### src/rtl/plm_pkg.sv
package plm_pkg;
    typedef enum logic [2:0] {
        ST_IDLE,
        ST_CLEAR,
        ST_WAIT_PER,
        ST_RUN_PER,
        ST_WAIT_LAG,
        ST_RUN_LAG,
        ST_DIVIDE
    } plm_state_e;

    localparam int PHASE_SCALE = 3600;
endpackage

### src/rtl/plm_edge_sync.sv
module plm_edge_sync #(
    parameter int STAGES = 2
) (
    input  logic clk,
    input  logic rst_n,
    input  logic din,
    output logic rise
);
    logic [STAGES:0] chain;

    always_ff @(posedge clk) begin
        if (!rst_n) chain <= '0;
        else        chain <= {chain[STAGES-1:0], din};
    end

    assign rise = chain[STAGES-1] & ~chain[STAGES];
endmodule

### src/rtl/plm_interval.sv
module plm_interval #(
    parameter int INTERVAL = 1000
) (
    input  logic clk,
    input  logic rst_n,
    output logic tick
);
    localparam int CW = (INTERVAL > 2) ? $clog2(INTERVAL) : 1;
    localparam logic [CW-1:0] LAST = CW'(INTERVAL - 1);

    logic [CW-1:0] cnt;

    always_ff @(posedge clk) begin
        if (!rst_n)           cnt <= '0;
        else if (cnt == LAST) cnt <= '0;
        else                  cnt <= cnt + 1'b1;
    end

    assign tick = (cnt == LAST);
endmodule

### src/rtl/plm_divider.sv
module plm_divider #(
    parameter int AW = 32
) (
    input  logic          clk,
    input  logic          rst_n,
    input  logic          start,
    input  logic [AW-1:0] num,
    input  logic [AW-1:0] den,
    output logic          done,
    output logic [AW-1:0] quot
);
    localparam int SW = $clog2(AW + 1);

    logic [AW:0]   rem;
    logic [AW-1:0] den_q;
    logic [SW-1:0] left;
    logic [AW:0]   shifted;
    logic          fits;

    assign shifted = {rem[AW-1:0], quot[AW-1]};
    assign fits    = (shifted >= {1'b0, den_q});

    always_ff @(posedge clk) begin
        if (!rst_n) begin
            rem   <= '0;
            quot  <= '0;
            den_q <= '0;
            left  <= '0;
            done  <= 1'b0;
        end else begin
            done <= 1'b0;
            if (start) begin
                rem   <= '0;
                quot  <= num;
                den_q <= den;
                left  <= SW'(AW);
            end else if (left != '0) begin
                rem  <= fits ? (shifted - {1'b0, den_q}) : shifted;
                quot <= {quot[AW-2:0], fits};
                left <= left - 1'b1;
                done <= (left == SW'(1));
            end
        end
    end
endmodule

### src/rtl/phase_lag_meter.sv
module phase_lag_meter #(
    parameter int TW       = 16,
    parameter int INTERVAL = 62_500_000,
    parameter int SYNC     = 2,
    parameter int AW       = (2 * TW > TW + 12) ? 2 * TW : TW + 12
) (
    input  logic          clk,
    input  logic          rst_n,
    input  logic          ref_in,
    input  logic          sec_in,
    output logic [TW-1:0] period_o,
    output logic [TW-1:0] lag_o,
    output logic [AW-1:0] phase_o,
    output logic          valid_o,
    output logic          err_o
);
    import plm_pkg::*;

    localparam logic [TW-1:0] TMAX  = '1;
    localparam logic [AW-1:0] SCALE = AW'(PHASE_SCALE);

    plm_state_e state, nxt;

    logic [1:0]    raw_in, rise;
    logic          ref_rise, sec_rise, tick;
    logic [TW-1:0] timer, per_q, lag_q, lag_cap;
    logic          abort, div_go, div_done;
    logic [AW-1:0] quot, num;

    assign raw_in = {sec_in, ref_in};

    for (genvar g = 0; g < 2; g++) begin : g_sync
        plm_edge_sync #(.STAGES(SYNC)) u_sync (
            .clk  (clk),
            .rst_n(rst_n),
            .din  (raw_in[g]),
            .rise (rise[g])
        );
    end

    assign ref_rise = rise[0];
    assign sec_rise = rise[1];

    plm_interval #(.INTERVAL(INTERVAL)) u_interval (
        .clk  (clk),
        .rst_n(rst_n),
        .tick (tick)
    );

    assign lag_cap = (state == ST_RUN_LAG) ? timer : '0;
    assign num     = SCALE * AW'(lag_cap);

    plm_divider #(.AW(AW)) u_div (
        .clk  (clk),
        .rst_n(rst_n),
        .start(div_go),
        .num  (num),
        .den  (AW'(per_q)),
        .done (div_done),
        .quot (quot)
    );

    always_ff @(posedge clk) begin
        if (!rst_n) state <= ST_IDLE;
        else        state <= nxt;
    end

    always_comb begin
        nxt    = state;
        abort  = 1'b0;
        div_go = 1'b0;
        unique case (state)
            ST_IDLE:     if (tick) nxt = ST_CLEAR;
            ST_CLEAR:    nxt = ST_WAIT_PER;
            ST_WAIT_PER: begin
                if (ref_rise)           nxt   = ST_RUN_PER;
                else if (timer == TMAX) abort = 1'b1;
            end
            ST_RUN_PER: begin
                if (ref_rise)           nxt   = ST_WAIT_LAG;
                else if (timer == TMAX) abort = 1'b1;
            end
            ST_WAIT_LAG: begin
                if (ref_rise && sec_rise) div_go = 1'b1;
                else if (ref_rise)        nxt    = ST_RUN_LAG;
                else if (timer == TMAX)   abort  = 1'b1;
            end
            ST_RUN_LAG: begin
                if (sec_rise)           div_go = 1'b1;
                else if (timer == TMAX) abort  = 1'b1;
            end
            ST_DIVIDE:   if (div_done) nxt = ST_IDLE;
            default:     nxt = ST_IDLE;
        endcase
        if (div_go) begin
            if (per_q == '0) begin
                div_go = 1'b0;
                abort  = 1'b1;
            end else begin
                nxt = ST_DIVIDE;
            end
        end
        if (abort) nxt = ST_IDLE;
    end

    always_ff @(posedge clk) begin
        if (!rst_n) begin
            timer    <= '0;
            per_q    <= '0;
            lag_q    <= '0;
            period_o <= '0;
            lag_o    <= '0;
            phase_o  <= '0;
            valid_o  <= 1'b0;
            err_o    <= 1'b0;
        end else begin
            valid_o <= 1'b0;
            err_o   <= abort;
            case (state)
                ST_CLEAR:                timer <= '0;
                ST_WAIT_PER, ST_WAIT_LAG: timer <= ref_rise ? TW'(1) : timer + 1'b1;
                ST_RUN_PER: begin
                    if (ref_rise) begin
                        per_q <= timer;
                        timer <= '0;
                    end else begin
                        timer <= timer + 1'b1;
                    end
                end
                ST_RUN_LAG:              timer <= timer + 1'b1;
                ST_DIVIDE: begin
                    if (div_done) begin
                        period_o <= per_q;
                        lag_o    <= lag_q;
                        phase_o  <= quot;
                        valid_o  <= 1'b1;
                    end
                end
                default: ;
            endcase
            if (div_go) lag_q <= lag_cap;
        end
    end
endmodule

### config.mk
export PLATFORM = sky130hd
export DESIGN_NAME = phase_lag_meter
export DESIGN_NICKNAME = d
export VERILOG_FILES = /design/src/rtl/plm_pkg.sv /design/src/rtl/plm_edge_sync.sv /design/src/rtl/plm_interval.sv /design/src/rtl/plm_divider.sv /design/src/rtl/phase_lag_meter.sv
export SDC_FILE = /design/constraint.sdc
export NUM_CORES = 1
export LEC_CHECK = 0
export ABC_AREA = 1
export BUFFER_PORTS_ARGS = -buffer_cell sky130_fd_sc_hd__buf_4
export CAP_MARGIN = 20
export CELL_PAD_IN_SITES_DETAIL_PLACEMENT = 0
export CELL_PAD_IN_SITES_GLOBAL_PLACEMENT = 1
export CORE_UTILIZATION = 35
export DETAILED_ROUTE_END_ITERATION = 16
export PLACE_DENSITY_LB_ADDON = 0.25
export SLEW_MARGIN = 10
export SYNTH_ARGS = -nofsm -noshare
export SYNTH_HDL_FRONTEND = slang
export SYNTH_SLANG_ARGS = --single-unit
### constraint.sdc
create_clock -name clk -period 7.2 [get_ports clk]
set_input_delay 1.44 -clock clk [delete_from_list [all_inputs] [get_ports clk]]
set_output_delay 1.44 -clock clk [all_outputs]
set_load 0.01 [all_outputs]
# ---- After elaboration in Yosys (flattened, before gate mapping)
# Index checks and enable logic that the tools add are counted.
dict set report classes {
  add_sub_neg 4
  n_bitwise 6
  n_eq_ne 9
  multipliers 1
  order_cmp 1
  mux 31
  reduce_logical 15
}
# operator n
set ops {}
lappend ops {{16-bit case mux with 4 select lines} 1}
lappend ops {{28-bit 2-to-1 mux} 2}
lappend ops {{16-bit 2-to-1 mux} 3}
lappend ops {{33-bit by 16-bit greater-or-equal comparator with 1-bit output} 1}
lappend ops {{32-bit 2-to-1 mux} 1}
lappend ops {{32-bit by 16-bit subtractor with 32-bit output} 1}
lappend ops {{26-bit by 1-bit adder with 26-bit output (second input constant)} 1}
lappend ops {{26-bit equality test (second input constant)} 1}
lappend ops {{8-bit by 16-bit multiplier with 24-bit output (first input constant)} 1}
lappend ops {{3-bit 2-to-1 mux} 8}
lappend ops {{3-bit case mux with 7 select lines} 1}
lappend ops {{16-bit by 1-bit adder with 16-bit output (second input constant)} 1}
lappend ops {{16-bit equality test (second input constant)} 1}
lappend ops {{16-bit logical NOT} 1}
lappend ops {{6-bit 2-to-1 mux} 2}
lappend ops {{1-bit 2-to-1 mux} 11}
lappend ops {{2-bit OR reduction} 5}
lappend ops {{3-bit equality test (second input constant)} 3}
lappend ops {{3-bit by 2-bit equality test with 1-bit output (second input constant)} 2}
lappend ops {{6-bit by 1-bit equality test with 1-bit output (second input constant)} 1}
lappend ops {{2-bit AND reduction} 3}
lappend ops {{6-bit nonzero test} 1}
lappend ops {{6-bit by 1-bit subtractor with 6-bit output (second input constant)} 1}
lappend ops {{1-bit inverter} 4}
lappend ops {{other kinds (9)} 10}
dict set report word_totals {
  output_inout_bits 66
  ff_bits 236
  wordCells 86
}

# ---- Longest topological paths before layout
dict set report logic_depth {
  word_depth 8
  depth_mapped 26
  ltp_nobuf 26
}

# ---- Cells and area by module
# From an unflattened synthesis, not the netlist that was laid out.
dict set report unflattened {
  cells_unflattened 2309
  hier_area_um2 15264.6
}
# module n_inst cells_per_inst area_per_inst_um2
set modules_own_cells {}
lappend modules_own_cells {phase_lag_meter 1 938 6814.0}
lappend modules_own_cells {plm_divider 1 1121 6812.8}
lappend modules_own_cells {plm_interval 1 228 1452.6}
lappend modules_own_cells {plm_edge_sync 2 11 92.6}

# ---- Worst setup path before layout
# OpenSTA, ideal clock, no wires.
dict set report synth_path {
  kind {reg2reg}
  from {reg state[0]}
  to {reg u_div.quot[21]}
  slack_ns 2.890
  period_less_slack_ns 4.310
  stages_incl_launch_ff 26
  arrival_time_ns 4.197
  n_path_buf 0
  t_required_ns 7.088
  cell_sequence {dfxtp_1 -> inv_1 -> nor3_4 -> inv_2 -> nor2_2 -> inv_2 -> o21a_1 -> ha_1 -> or2_2 -> ha_1 -> ha_1 -> inv_1 -> xor2_1 -> ha_1 -> inv_1 -> fa_1 -> o21ai_0 -> nand2_1 -> nand2_1 -> inv_1 -> nor2_1 -> nor2_1 -> nand2_1 -> nand3_1 -> nand2_1 -> nand2_1}
}
dict set report synth_via {
  elab_chain_cells 4
}
# element line_no
set synth_lines {}
lappend synth_lines {{from (decl)} phase_lag_meter.sv:22} ;# plm_state_e state, nxt;
lappend synth_lines {{from (signal assigned)} phase_lag_meter.sv:65} ;# else state <= nxt;
lappend synth_lines {{3-bit equality test (on tied branches)} {phase_lag_meter.sv:50, phase_lag_meter.sv:72}}
lappend synth_lines {{16-bit 2-to-1 mux / 1-bit case mux with 2 select lines (equally long branches)} {phase_lag_meter.sv:50, phase_lag_meter.sv:72}}
lappend synth_lines {{8-bit by 16-bit multiplier with 24-bit output / 1-bit 2-to-1 mux (equally long branches)} {phase_lag_meter.sv:51, phase_lag_meter.sv:95}}
lappend synth_lines {{28-bit 2-to-1 mux / 2-bit nonzero test (equally long branches)} n/a}
lappend synth_lines {{to (signal assigned)} plm_divider.sv:34} ;# quot <= num;
lappend synth_lines {{to (signal assigned)} plm_divider.sv:39} ;# quot <= {quot[AW-2:0], fits};
lappend synth_lines {{to (decl)} plm_divider.sv:10} ;# output logic [AW-1:0] quot
# Several ways; a longest one is shown, not always the timed one.
# A chain may end at the register's enable or synchronous reset.

# ---- Worst setup path in the final report
# Ends and elaborated chain as after synthesis.

==> impl_metrics.tcl <==
set metrics [dict create \
    status "finished clean" \
    wirelength_mm 35.3 \
    synth_ff_type "dfxtp_1" \
    hpwlAfterDp_mm 26.1 \
    port-buffer-count 69 \
    path_clk_slew_ps 60 \
    ios 70 \
    viasPerCell 4.91 \
    grt_pass1_wl_mm 58.1 \
    drt_iter0_markers 694 \
    ant_nets 0 \
    rsz0062_at_grt "false" \
    period_needed_ps 4980 \
    final_area_um2 14800 \
    area_growth_pct 14.4 \
    p_seq_share_pct 34.1 \
    wl_per_cell_um 14.9 \
    row_count 70 \
    dieArea_um2 37800 \
    maxCapViolCount 0 \
    worstPathArrival_ps 5440 \
    p_comb_share_pct 31.3 \
    synth_edf_count 0 \
    synth_area_um2 13000 \
    ys_types 46 \
    hold_violations 0 \
    die_w_um 194 \
    diodes 0 \
    synth-warning-count 0 \
    placed_area_um2 13800 \
    synth_compound_area_share_pct 16.8 \
    peakVddDrop_mv 0.185 \
    p_int_uw 2720 \
    postCtsSetupBuffers 0 \
    final.period_utilization_pct 69.1 \
    final.setup.tns_ps 0 \
    core_area_um2 36500 \
    postCtsHoldBufs 0 \
    clock_latency_ps 570 \
    gp_routability_congestion 0.880 \
    die_h_um 194 \
    start_util_pct 35.5 \
    fillers 3866 \
    min_path_type "reg -> reg" \
    tightest_slew_ps 973 \
    power.leakage_uw 0.00641 \
    drc 0 \
    clockPowerShare_pct 34.6 \
    cts_buffer_depth 3 \
    p_sw_uw 1560 \
    grt_pass1_vias 11000 \
    grt_usage_pct 18.8 \
    path_max_fanout 18 \
    fin_nets 1983 \
    vias 11700 \
    clock-sinks 236 \
    p_per_area_nw_per_um2 289 \
    synth_top_family_by_area "simple AND/OR/NAND/NOR gates" \
    grt_overflow 0 \
    yosys.area_share.xor_xnor_pct 2.71 \
    synth_mux_area_share_pct 0 \
    synthSimpleGateAreaFrac_pct 23.6 \
    cts_tree "done" \
    first_pass_iters 5 \
    htree_levels 1 \
    syn_avg_cell_area_um2 7.05 \
    synth_nets 1936 \
    synthArstFlopShare_pct 0 \
    antenna_found_initial 0 \
    critical_path.startpoint_type "flop" \
    grt_max_degree 109 \
    postCtsResizedCells 0 \
    slew_violations 0 \
    synthCells 1837 \
    yosysSeqAreaShare_pct 36.5 \
    critPathCaptureType "flop" \
    numCtsBuffers 29 \
    p_sw_share_pct 36.5 \
    cts_root_buffer "clkbuf_16" \
    slew_headroom_pct 35.1 \
    crit_type "reg -> reg" \
    clock_skew_ps 13.3 \
    drive_above_1_share_pct 8.04 \
    synthAdderAreaFrac_pct 9.93 \
    crit_required_ps 7660 \
    max_freq_mhz 201 \
    setup_viol 0 \
    ys_seq_elements 236 \
]
[worst max-delay path, cell delays in order (launching register included)]
cell and delay [ps]:
dfxtp_1 380, inv_1 150, nor3_4 420, inv_2 250
nor2_2 200, inv_2 80, o21a_1 210, ha_1 180
or2_2 290, ha_1 270, ha_1 270, inv_1 50
xor2_1 160, ha_1 320, inv_1 60, fa_1 440
o21ai_0 450, nand2_1 90, nand2_1 120, inv_1 60
nor2_1 110, nor2_1 50, nand2_1 60, nand3_1 70
nand2_1 70, nand2_1 40
[registers in the layout, indices dropped and copies added (netlist names)]
register             flops
err_o                    1
g_sync.u_sync.chain      6
lag_o                   16
lag_q                   16
per_q                   16
period_o                16
phase_o                 32
state                    3
timer                   16
u_div.den_q             16
u_div.done               1
u_div.left               6
u_div.quot              32
u_div.rem               32
u_interval.cnt          26
valid_o                  1
[Yosys cell counts, drive strengths merged, types with 3 or more instances]
master	count	share of area (%)
a211oi	3	0.17
a21oi	163	6.3
a22o	3	0.20
a31oi	11	0.53
buf	26	1.1
clkbuf	36	1.0
dfxtp	236	36
fa	13	2.0
ha	82	7.9
inv	286	8.3
nand2	386	11
nand3	97	3.7
nand3b	5	0.29
nand4	21	1.0
nor2	136	4.2
nor3	37	1.6
nor3b	10	0.58
nor4	9	0.43
o211ai	5	0.29
o21a	5	0.29
o21ai	171	6.6
o21bai	6	0.35
o22ai	28	1.4
o31ai	4	0.23
or2	7	0.34
xnor2	14	0.95
xor2	26	1.8
[path summary, 6_finish.rpt]
kind / startpoint / to / slack (ps) / cells past startpoint
min reg2reg: g_sync[0].u_sync.chain[0] / g_sync[0].u_sync.chain[1] / 420 / 2
max: state[0] / u_div.quot[21] / 2220 / 25
min: g_sync[0].u_sync.chain[0] / g_sync[0].u_sync.chain[1] / 420 / 2
max reg2reg: state[0] / u_div.quot[21] / 2220 / 25
[power by group through the flow]
stage	sequential, µW	combinational [µW]	clock, µW
floorplan	1460	1040	0
global placement	1480	1350	0
detailed placement	1490	1350	0
CTS	1460	1360	1530
global route	1470	1560	1580
finish	1460	1340	1480
[layout make-up]
type                            count  area (µm²)  area share, %
Clock inverter                     12         153           1.03
Multi-Input combinational cell   1252        6870           46.4
Inverter                          287        1080           7.27
Timing Repair Buffer               78         589           3.98
Clock buffer                       39         813           5.49
Tap cell                          468         586           3.95
Sequential cell                   236        4720           31.9
[placed cells by master, fill, tap and decap left out, types with 3 or more instances in the layout]
master / n
a211oi_1: 3
a21oi_1: 163
a22o_1: 3
a31oi_1: 11
buf_4: 77
bufinv_16: 3
clkbuf_1: 5
clkbuf_16: 29
clkbuf_8: 5
clkinv_2: 4
clkinv_4: 3
dfxtp_1: 236
fa_1: 13
ha_1: 82
inv_1: 276
inv_2: 10
nand2_1: 384
nand3_1: 97
nand3b_1: 5
nand4_1: 21
nor2_1: 130
nor2_2: 3
nor2_4: 3
nor3_1: 34
nor3b_1: 10
nor4_1: 9
o211ai_1: 5
o21a_1: 5
o21ai_0: 166
o21ai_1: 4
o21bai_1: 6
o22ai_1: 28
o31ai_1: 4
or2_2: 7
xnor2_1: 14
xor2_1: 26
[stage by stage]
stage	utilization [%]	total power [µW]	instances	hold WS, ps	setup WS, ps
finish	40.6	4280	2372	420	2220
global route	40.6	4610	2372	445	1740
CTS	40.5	4340	2371	425	2210
detailed placement	37.9	2840	2320	398	2230
global placement	37.9	2830	2320	412	2360
floorplan	-	2510	1837	390	2890
[routing by layer]
metal / up-vias / GRT usage [%] / routed length, µm
met5: - / 0 / 0
met2: 225 / 28.3 / 14400
li1: 6089 / - / -
met1: 5305 / 27.9 / 18700
met3: 37 / 2.78 / 1720
met4: 0 / 4.61 / 541
[logic make-up (layout without fill, tap and decap cells)]
logic type	count (synthesis)	after routing
XOR/XNOR	40	40
adder cells (fa/ha/maj)	95	95
AND/OR/NAND/NOR	712	712
AO/OA/AOI/OAI	405	405
flip-flops	236	236
buffers and inverters	349	416
Note: power is estimated with default switching activity, not from simulation.
